[src/rtl/vsel_pkg.sv]
package vsel_pkg;
  typedef enum logic [1:0] {
    V_DOWN = 2'd0,
    V_UP   = 2'd1,
    V_HIT  = 2'd2
  } verdict_t;
endpackage

[src/rtl/vsel_classify.sv]
module vsel_classify
  import vsel_pkg::*;
(
  input  logic [2:0] code_i,
  output verdict_t   verdict_o
);
  always_comb begin
    unique case (code_i)
      3'b010, 3'b101: verdict_o = V_HIT;
      3'b000, 3'b001, 3'b011: verdict_o = V_DOWN;
      default: verdict_o = V_UP;
    endcase
  end
endmodule

[src/rtl/vsel_settle_timer.sv]
module vsel_settle_timer #(
  parameter int CNT_W = 8
) (
  input  logic             clk,
  input  logic             rst_n,
  input  logic             restart_i,
  input  logic             tick_i,
  input  logic [CNT_W-1:0] limit_i,
  output logic             done_o
);
  logic [CNT_W-1:0] cnt_q;

  always_ff @(posedge clk or negedge rst_n) begin
    if (!rst_n)                          cnt_q <= '0;
    else if (restart_i)                  cnt_q <= '0;
    else if (tick_i && cnt_q < limit_i)  cnt_q <= cnt_q + CNT_W'(1);
  end

  assign done_o = (cnt_q >= limit_i);
endmodule

[src/rtl/vsel_code_hold.sv]
module vsel_code_hold #(
  parameter int CODE_W = 3
) (
  input  logic              clk,
  input  logic              rst_n,
  input  logic              load_i,
  input  logic [CODE_W-1:0] code_i,
  output logic [CODE_W-1:0] code_o
);
  always_ff @(posedge clk or negedge rst_n) begin
    if (!rst_n)      code_o <= '0;
    else if (load_i) code_o <= code_i;
  end
endmodule

[src/rtl/vco_band_search.sv]
module vco_band_search
  import vsel_pkg::*;
#(
  parameter int NUM_BANDS = 24,
  parameter int BAND_W    = 5,
  parameter int CODE_W    = 3,
  parameter int SETTLE_W  = 8
) (
  input  logic                clk,
  input  logic                rst_n,
  input  logic                start_i,
  input  logic                auto_en_i,
  input  logic                adc_en_i,
  input  logic                adc_latch_i,
  input  logic [BAND_W-1:0]   prog_band_i,
  input  logic [SETTLE_W-1:0] settle_len_i,
  input  logic                settle_tick_i,
  input  logic [CODE_W-1:0]   adc_code_i,
  output logic [BAND_W-1:0]   band_o,
  output logic                srch_idle_o,
  output logic                srch_ok_o,
  output logic [CODE_W-1:0]   code_o
);
  localparam int TRY_W = $clog2(NUM_BANDS + 1);
  localparam logic [TRY_W-1:0]  LAST_TRY = TRY_W'(NUM_BANDS - 1);
  localparam logic [BAND_W-1:0] TOP_BAND = BAND_W'(NUM_BANDS - 1);

  logic              searching_q;
  logic              ok_q;
  logic [BAND_W-1:0] band_q;
  logic [TRY_W-1:0]  tries_q;
  logic              settle_done;
  logic              sample_now;
  logic              prog_valid;
  logic              timer_restart;
  logic              code_load;
  verdict_t          verdict;

  assign prog_valid    = (32'(prog_band_i) < NUM_BANDS);
  assign sample_now    = auto_en_i && searching_q && settle_done && !start_i;
  assign timer_restart = !auto_en_i || start_i || sample_now;
  assign code_load     = auto_en_i ? sample_now : (adc_en_i && !adc_latch_i);

  vsel_classify u_class (
    .code_i    (adc_code_i[2:0]),
    .verdict_o (verdict)
  );

  vsel_settle_timer #(.CNT_W(SETTLE_W)) u_timer (
    .clk       (clk),
    .rst_n     (rst_n),
    .restart_i (timer_restart),
    .tick_i    (settle_tick_i),
    .limit_i   (settle_len_i),
    .done_o    (settle_done)
  );

  vsel_code_hold #(.CODE_W(CODE_W)) u_hold (
    .clk    (clk),
    .rst_n  (rst_n),
    .load_i (code_load),
    .code_i (adc_code_i),
    .code_o (code_o)
  );

  always_ff @(posedge clk or negedge rst_n) begin
    if (!rst_n) begin
      searching_q <= 1'b0;
      ok_q        <= 1'b0;
      band_q      <= '0;
      tries_q     <= '0;
    end else if (!auto_en_i) begin
      searching_q <= 1'b0;
      ok_q        <= 1'b0;
      band_q      <= prog_band_i;
      tries_q     <= '0;
    end else if (start_i) begin
      ok_q    <= 1'b0;
      tries_q <= '0;
      if (prog_valid) begin
        searching_q <= 1'b1;
        band_q      <= prog_band_i;
      end else begin
        searching_q <= 1'b0;
      end
    end else if (sample_now) begin
      tries_q <= tries_q + TRY_W'(1);
      unique case (verdict)
        V_HIT: begin
          searching_q <= 1'b0;
          ok_q        <= 1'b1;
        end
        V_DOWN: begin
          if (band_q == '0 || tries_q == LAST_TRY) searching_q <= 1'b0;
          else band_q <= band_q - BAND_W'(1);
        end
        default: begin
          if (band_q == TOP_BAND || tries_q == LAST_TRY) searching_q <= 1'b0;
          else band_q <= band_q + BAND_W'(1);
        end
      endcase
    end
  end

  assign band_o      = band_q;
  assign srch_idle_o = !searching_q;
  assign srch_ok_o   = ok_q;
endmodule

[config.mk]
export PLATFORM = sky130hd
export DESIGN_NAME = vco_band_search
export DESIGN_NICKNAME = d
export VERILOG_FILES = /design/src/rtl/vsel_pkg.sv /design/src/rtl/vsel_classify.sv /design/src/rtl/vsel_settle_timer.sv /design/src/rtl/vsel_code_hold.sv /design/src/rtl/vco_band_search.sv
export SDC_FILE = /design/constraint.sdc
export NUM_CORES = 1
export LEC_CHECK = 0
export BUFFER_PORTS_ARGS = -buffer_cell sky130_fd_sc_hd__buf_2
export CAP_MARGIN = 20
export CORE_AREA = 2 2 64 66
export DETAILED_ROUTE_END_ITERATION = 7
export DIE_AREA = 0 0 66 68
export GPL_ROUTABILITY_DRIVEN = 0
export PLACE_DENSITY = 0.71
export SETUP_SLACK_MARGIN = 0.05
export SKIP_LAST_GASP = 1
export SLEW_MARGIN = 25
export SYNTH_ARGS = -nofsm -noshare
export SYNTH_HDL_FRONTEND = slang
export SYNTH_SLANG_ARGS = --single-unit
export TNS_END_PERCENT = 1
[constraint.sdc]
create_clock -name clk -period 1.95 [get_ports clk]
set_input_delay 0.195 -clock clk [delete_from_list [all_inputs] [get_ports clk]]
set_output_delay 0.195 -clock clk [all_outputs]
set_load 0.03 [all_outputs]
==> results list <==
* Cell taking the most area after synthesis: sky130_fd_sc_hd__dfrtp_1
- Number of sinks driven by the clock tree: 23
* Synthesis-to-layout area growth: 36.8%
- Worst hold stages: 2
- In this run the critical register-to-register path is captured at u_hold.code_o[0].
- Worst hold path type: input pin to flip-flop
- The worst setup path is of the flip-flop to flip-flop kind.
- Launch instance of the worst register-to-register path: u_timer.cnt_q[3]
- # H-tree levels: 1
* Commonest cells post-synth: sky130_fd_sc_hd__dfrtp_1, sky130_fd_sc_hd__nand2_1, sky130_fd_sc_hd__o21ai_0, sky130_fd_sc_hd__ha_1, sky130_fd_sc_hd__nor2_1
* Status: finished clean
- For this run, the register share of the synthesized area comes to 0.346.
* Maximum number of pins on one net before global-route repair: 24
- Once detail routing completed, the nets flagged for antenna violations numbered 0.
- Yosys warnings: 0
- Top cells by area, synth: sky130_fd_sc_hd__dfrtp_1, sky130_fd_sc_hd__ha_1, sky130_fd_sc_hd__xnor2_1
- For this block, the routed nets add up to approximately 4200 microns of wire.
* Final Setup Violations: 0
* Gate count after technology mapping: around 180
* Floorplan Core Area: between 3000 and 4000 sq um
* Top sig layer: met4
- Data on the critical path arrives at its endpoint at 2.10 ns.
- The max-slew violation count was 0.
- The initial utilization of the core area, before any placement, comes to 0.431.
- After layout, the minimum clock period comes to about 1.9 ns.
* Total Negative Setup Slacks: 0 ns
- Multi-input gate area: 1170 sq um
* Worst-skew pair later-pin latency: 0.26 ns
* Prevailing post-synth register cell: sky130_fd_sc_hd__dfrtp_1
* Buffer cell driving the clock tree root: sky130_fd_sc_hd__clkbuf_8
- Setup repair after global routing could not meet its margin everywhere.
* Clock transition at the registers of the reported paths: around 0.09 ns
- Mean instance size in the synthesized netlist: 9.19 sq um
- Dpl hpwl: 2980 microns
* Number of nets at the end of the flow: approximately 280
* Vias per cell: 5.65
* Register-to-Register Setup Slack: roughly 0.00043 ns
- The analysis attributes to cell leakage a power of 0.000982 uW.
* Synthesized netlist net count: 215
- The initial antenna violation count was 0.
- The first detailed-routing pass ran for 4 iterations.
- Number of buffers added by the clock tree synthesis step: 3
- Overall die area: 4490 sq um
- For this design the top-level I/O count stands at 33.
- Of all flip-flops after synthesis, the portion carrying an async set or reset was 1.00.
* Worst Hold Slack: between 0.15 and 0.2 ns
- Wire per inst: between 10 and 15 microns
- The number of hold-slack violations in the final timing report was 0.
- Vias: 1656
- Highest fanout seen on the critical path: 4
* Clock Path Buffers: 2
- Number of inserted filler cells in the final layout: 341
- Ant. Diodes: 0
* Sequential cell area in the final layout: 577 sq um
* Starting DRC count in detailed routing: 87
- CTS tree: built
- Startpoint of the tightest hold check path: adc_code_i[1]
- Max-cap violation count: 0
* Peak Freq: 513 MHz
- In this run the horizontal extent of the chip is about 66 microns.
* Capture endpoint of the worst hold path: u_hold.code_o[1]
* Critical Path RT: 2.10 ns
* Most frequent cell after synthesis: sky130_fd_sc_hd__dfrtp_1
* Overflow after GRT: 0
* Proportion of layout cells with a drive suffix above 1: 0.391
* Post-synthesis register bit count: 23
- Post-synthesis cell type count: 48
- STA classifies the critical path endpoint as a flip-flop.
- In the detailed route, the total length drawn on met2 is about 2000 microns.
* Worst max-slew margin expressed relative to the limit: 0.644
- Row generation in the floorplan step produced 23 rows.
- Total Routing Usage GR: 0.189
- The first global-routing pass estimated 6650 microns of wire.
- Netlist Area Pre-Place: 1660 sq um
- Area share of the leading cell type in the synthesized netlist: 0.346
* Number of DRC violations after detailed routing: 0
- Count of cells along the worst register-to-register path: 7
* Floorplan die height: between 60 and 70 microns
- STA classifies the critical path startpoint as a flip-flop.
- Detailed routing placed a total of 153 microns of wire on met3.
- Worst-case vdd ir drop: 0.297 mV
- At the pin with the least slew margin, the transition time is 0.534 ns.
* Met1 WL: 1960 microns
* Number of enable flip-flop cells after synthesis: 0
* Buffers on Ports: 32
* Via count of the first global-routing pass: 1515
* Post-Route Skew: 0.00500 ns
* Fraction of the cycle the final worst path needs: 1.00
- In this run the power density over the cells is 530 nW/um^2.
==> per-stage QoR <==
stage	area, sq um	cells	utilization	worst slack (ns)	total power, uW
after detailed placement	2020	280	0.524	-0.190	885
after global placement	2020	280	0.524	-0.154	882
final	2270	293	0.590	0.000429	1210
after floorplan	1680	181	-	0.0206	759
after global routing	2270	293	0.590	-0.0590	1280
after CTS	2200	289	0.571	0.0210	1200
==> worst max path at each step <==
stage               depth (start not counted)              from          endpoint  slack [ns]
finish                                      7  u_timer.cnt_q[3]  u_hold.code_o[0]      0.0004
CTS                                         7  u_timer.cnt_q[2]  u_hold.code_o[0]        0.02
floorplan                                   7         band_o[1]         band_o[4]        0.02
detailed placement                          6  u_timer.cnt_q[2]  u_timer.cnt_q[7]       -0.19
global placement                            6  u_timer.cnt_q[5]  u_hold.code_o[0]       -0.15
global route                                7  u_timer.cnt_q[3]  u_hold.code_o[0]       -0.06
==> state kept, by name, summed over array words and instances, names as in the netlist <==
name           cells
band_o             5
searching_q        1
srch_ok_o          1
u_hold.code_o      3
u_timer.cnt_q      8
tries_q            5
==> cells by family after synthesis <==
logic type / after synthesis / share of synthesized area
AOI/OAI and AO/OA: 58 / 0.248
adders and majority gates: 11 / 0.0828
DFF: 23 / 0.346
buffers and inverters: 14 / 0.0482
xor gates and xnor gates: 7 / 0.0369
muxes: 4 / 0.0263
and+or+nand+nor: 64 / 0.211
==> power by group <==
part           total (uW)  switching [uW]  internal (uW)
combinational         370             212            158
sequential            539            32.3            507
clock                 296             154            142
total                1210             398            807
==> worst max-delay path, stage by stage, from the launching register on <==
cell and delay, ns:
sky130_fd_sc_hd__dfrtp_1 0.41, sky130_fd_sc_hd__ha_4 0.32, sky130_fd_sc_hd__nand3_2 0.09, sky130_fd_sc_hd__o211a_4 0.25
sky130_fd_sc_hd__buf_6 0.12, sky130_fd_sc_hd__o21bai_4 0.18, sky130_fd_sc_hd__a31oi_4 0.15, sky130_fd_sc_hd__mux2_4 0.32
==> layer usage <==
metal | up-vias | track usage
met5 | - | 0
met4 | 0 | 0.0434
met3 | 8 | 0.0148
met2 | 48 | 0.340
met1 | 793 | 0.250
li1 | 807 | -
==> cell type report <==
type                    count  share of cell area
repair buffers             61               0.169
well taps                  50              0.0275
clock inverters             1             0.00220
multi-input cells         145               0.513
clock buffers               3              0.0182
flip-flops and latches     23               0.254
inverters                  10              0.0165
==> repair_timing <==
item,CTS,global route
cloned,0,1
setup endpoints to repair,21,23
hold endpoints to repair,23,0
resized for setup,15,8
hold buffers,1,0
pin swaps,5,7
setup buffers,4,3
==> cell usage in the layout (no fill, tap or decap), types with 5 or more instances in the layout <==
cell type / synthesis / layout
sky130_fd_sc_hd__xnor2_1: 7 / 7
sky130_fd_sc_hd__buf_2: 0 / 32
sky130_fd_sc_hd__a211oi_1: 6 / 5
sky130_fd_sc_hd__nor3_1: 5 / 5
sky130_fd_sc_hd__o21ai_0: 12 / 11
sky130_fd_sc_hd__ha_1: 11 / 7
sky130_fd_sc_hd__nand2_1: 15 / 15
sky130_fd_sc_hd__or3_1: 5 / 5
sky130_fd_sc_hd__a21oi_1: 8 / 6
sky130_fd_sc_hd__buf_4: 1 / 27
sky130_fd_sc_hd__nor2_1: 11 / 11
sky130_fd_sc_hd__dfrtp_1: 23 / 22
sky130_fd_sc_hd__o211ai_1: 8 / 8
sky130_fd_sc_hd__inv_1: 10 / 10
(Power assumes the default switching activity.)
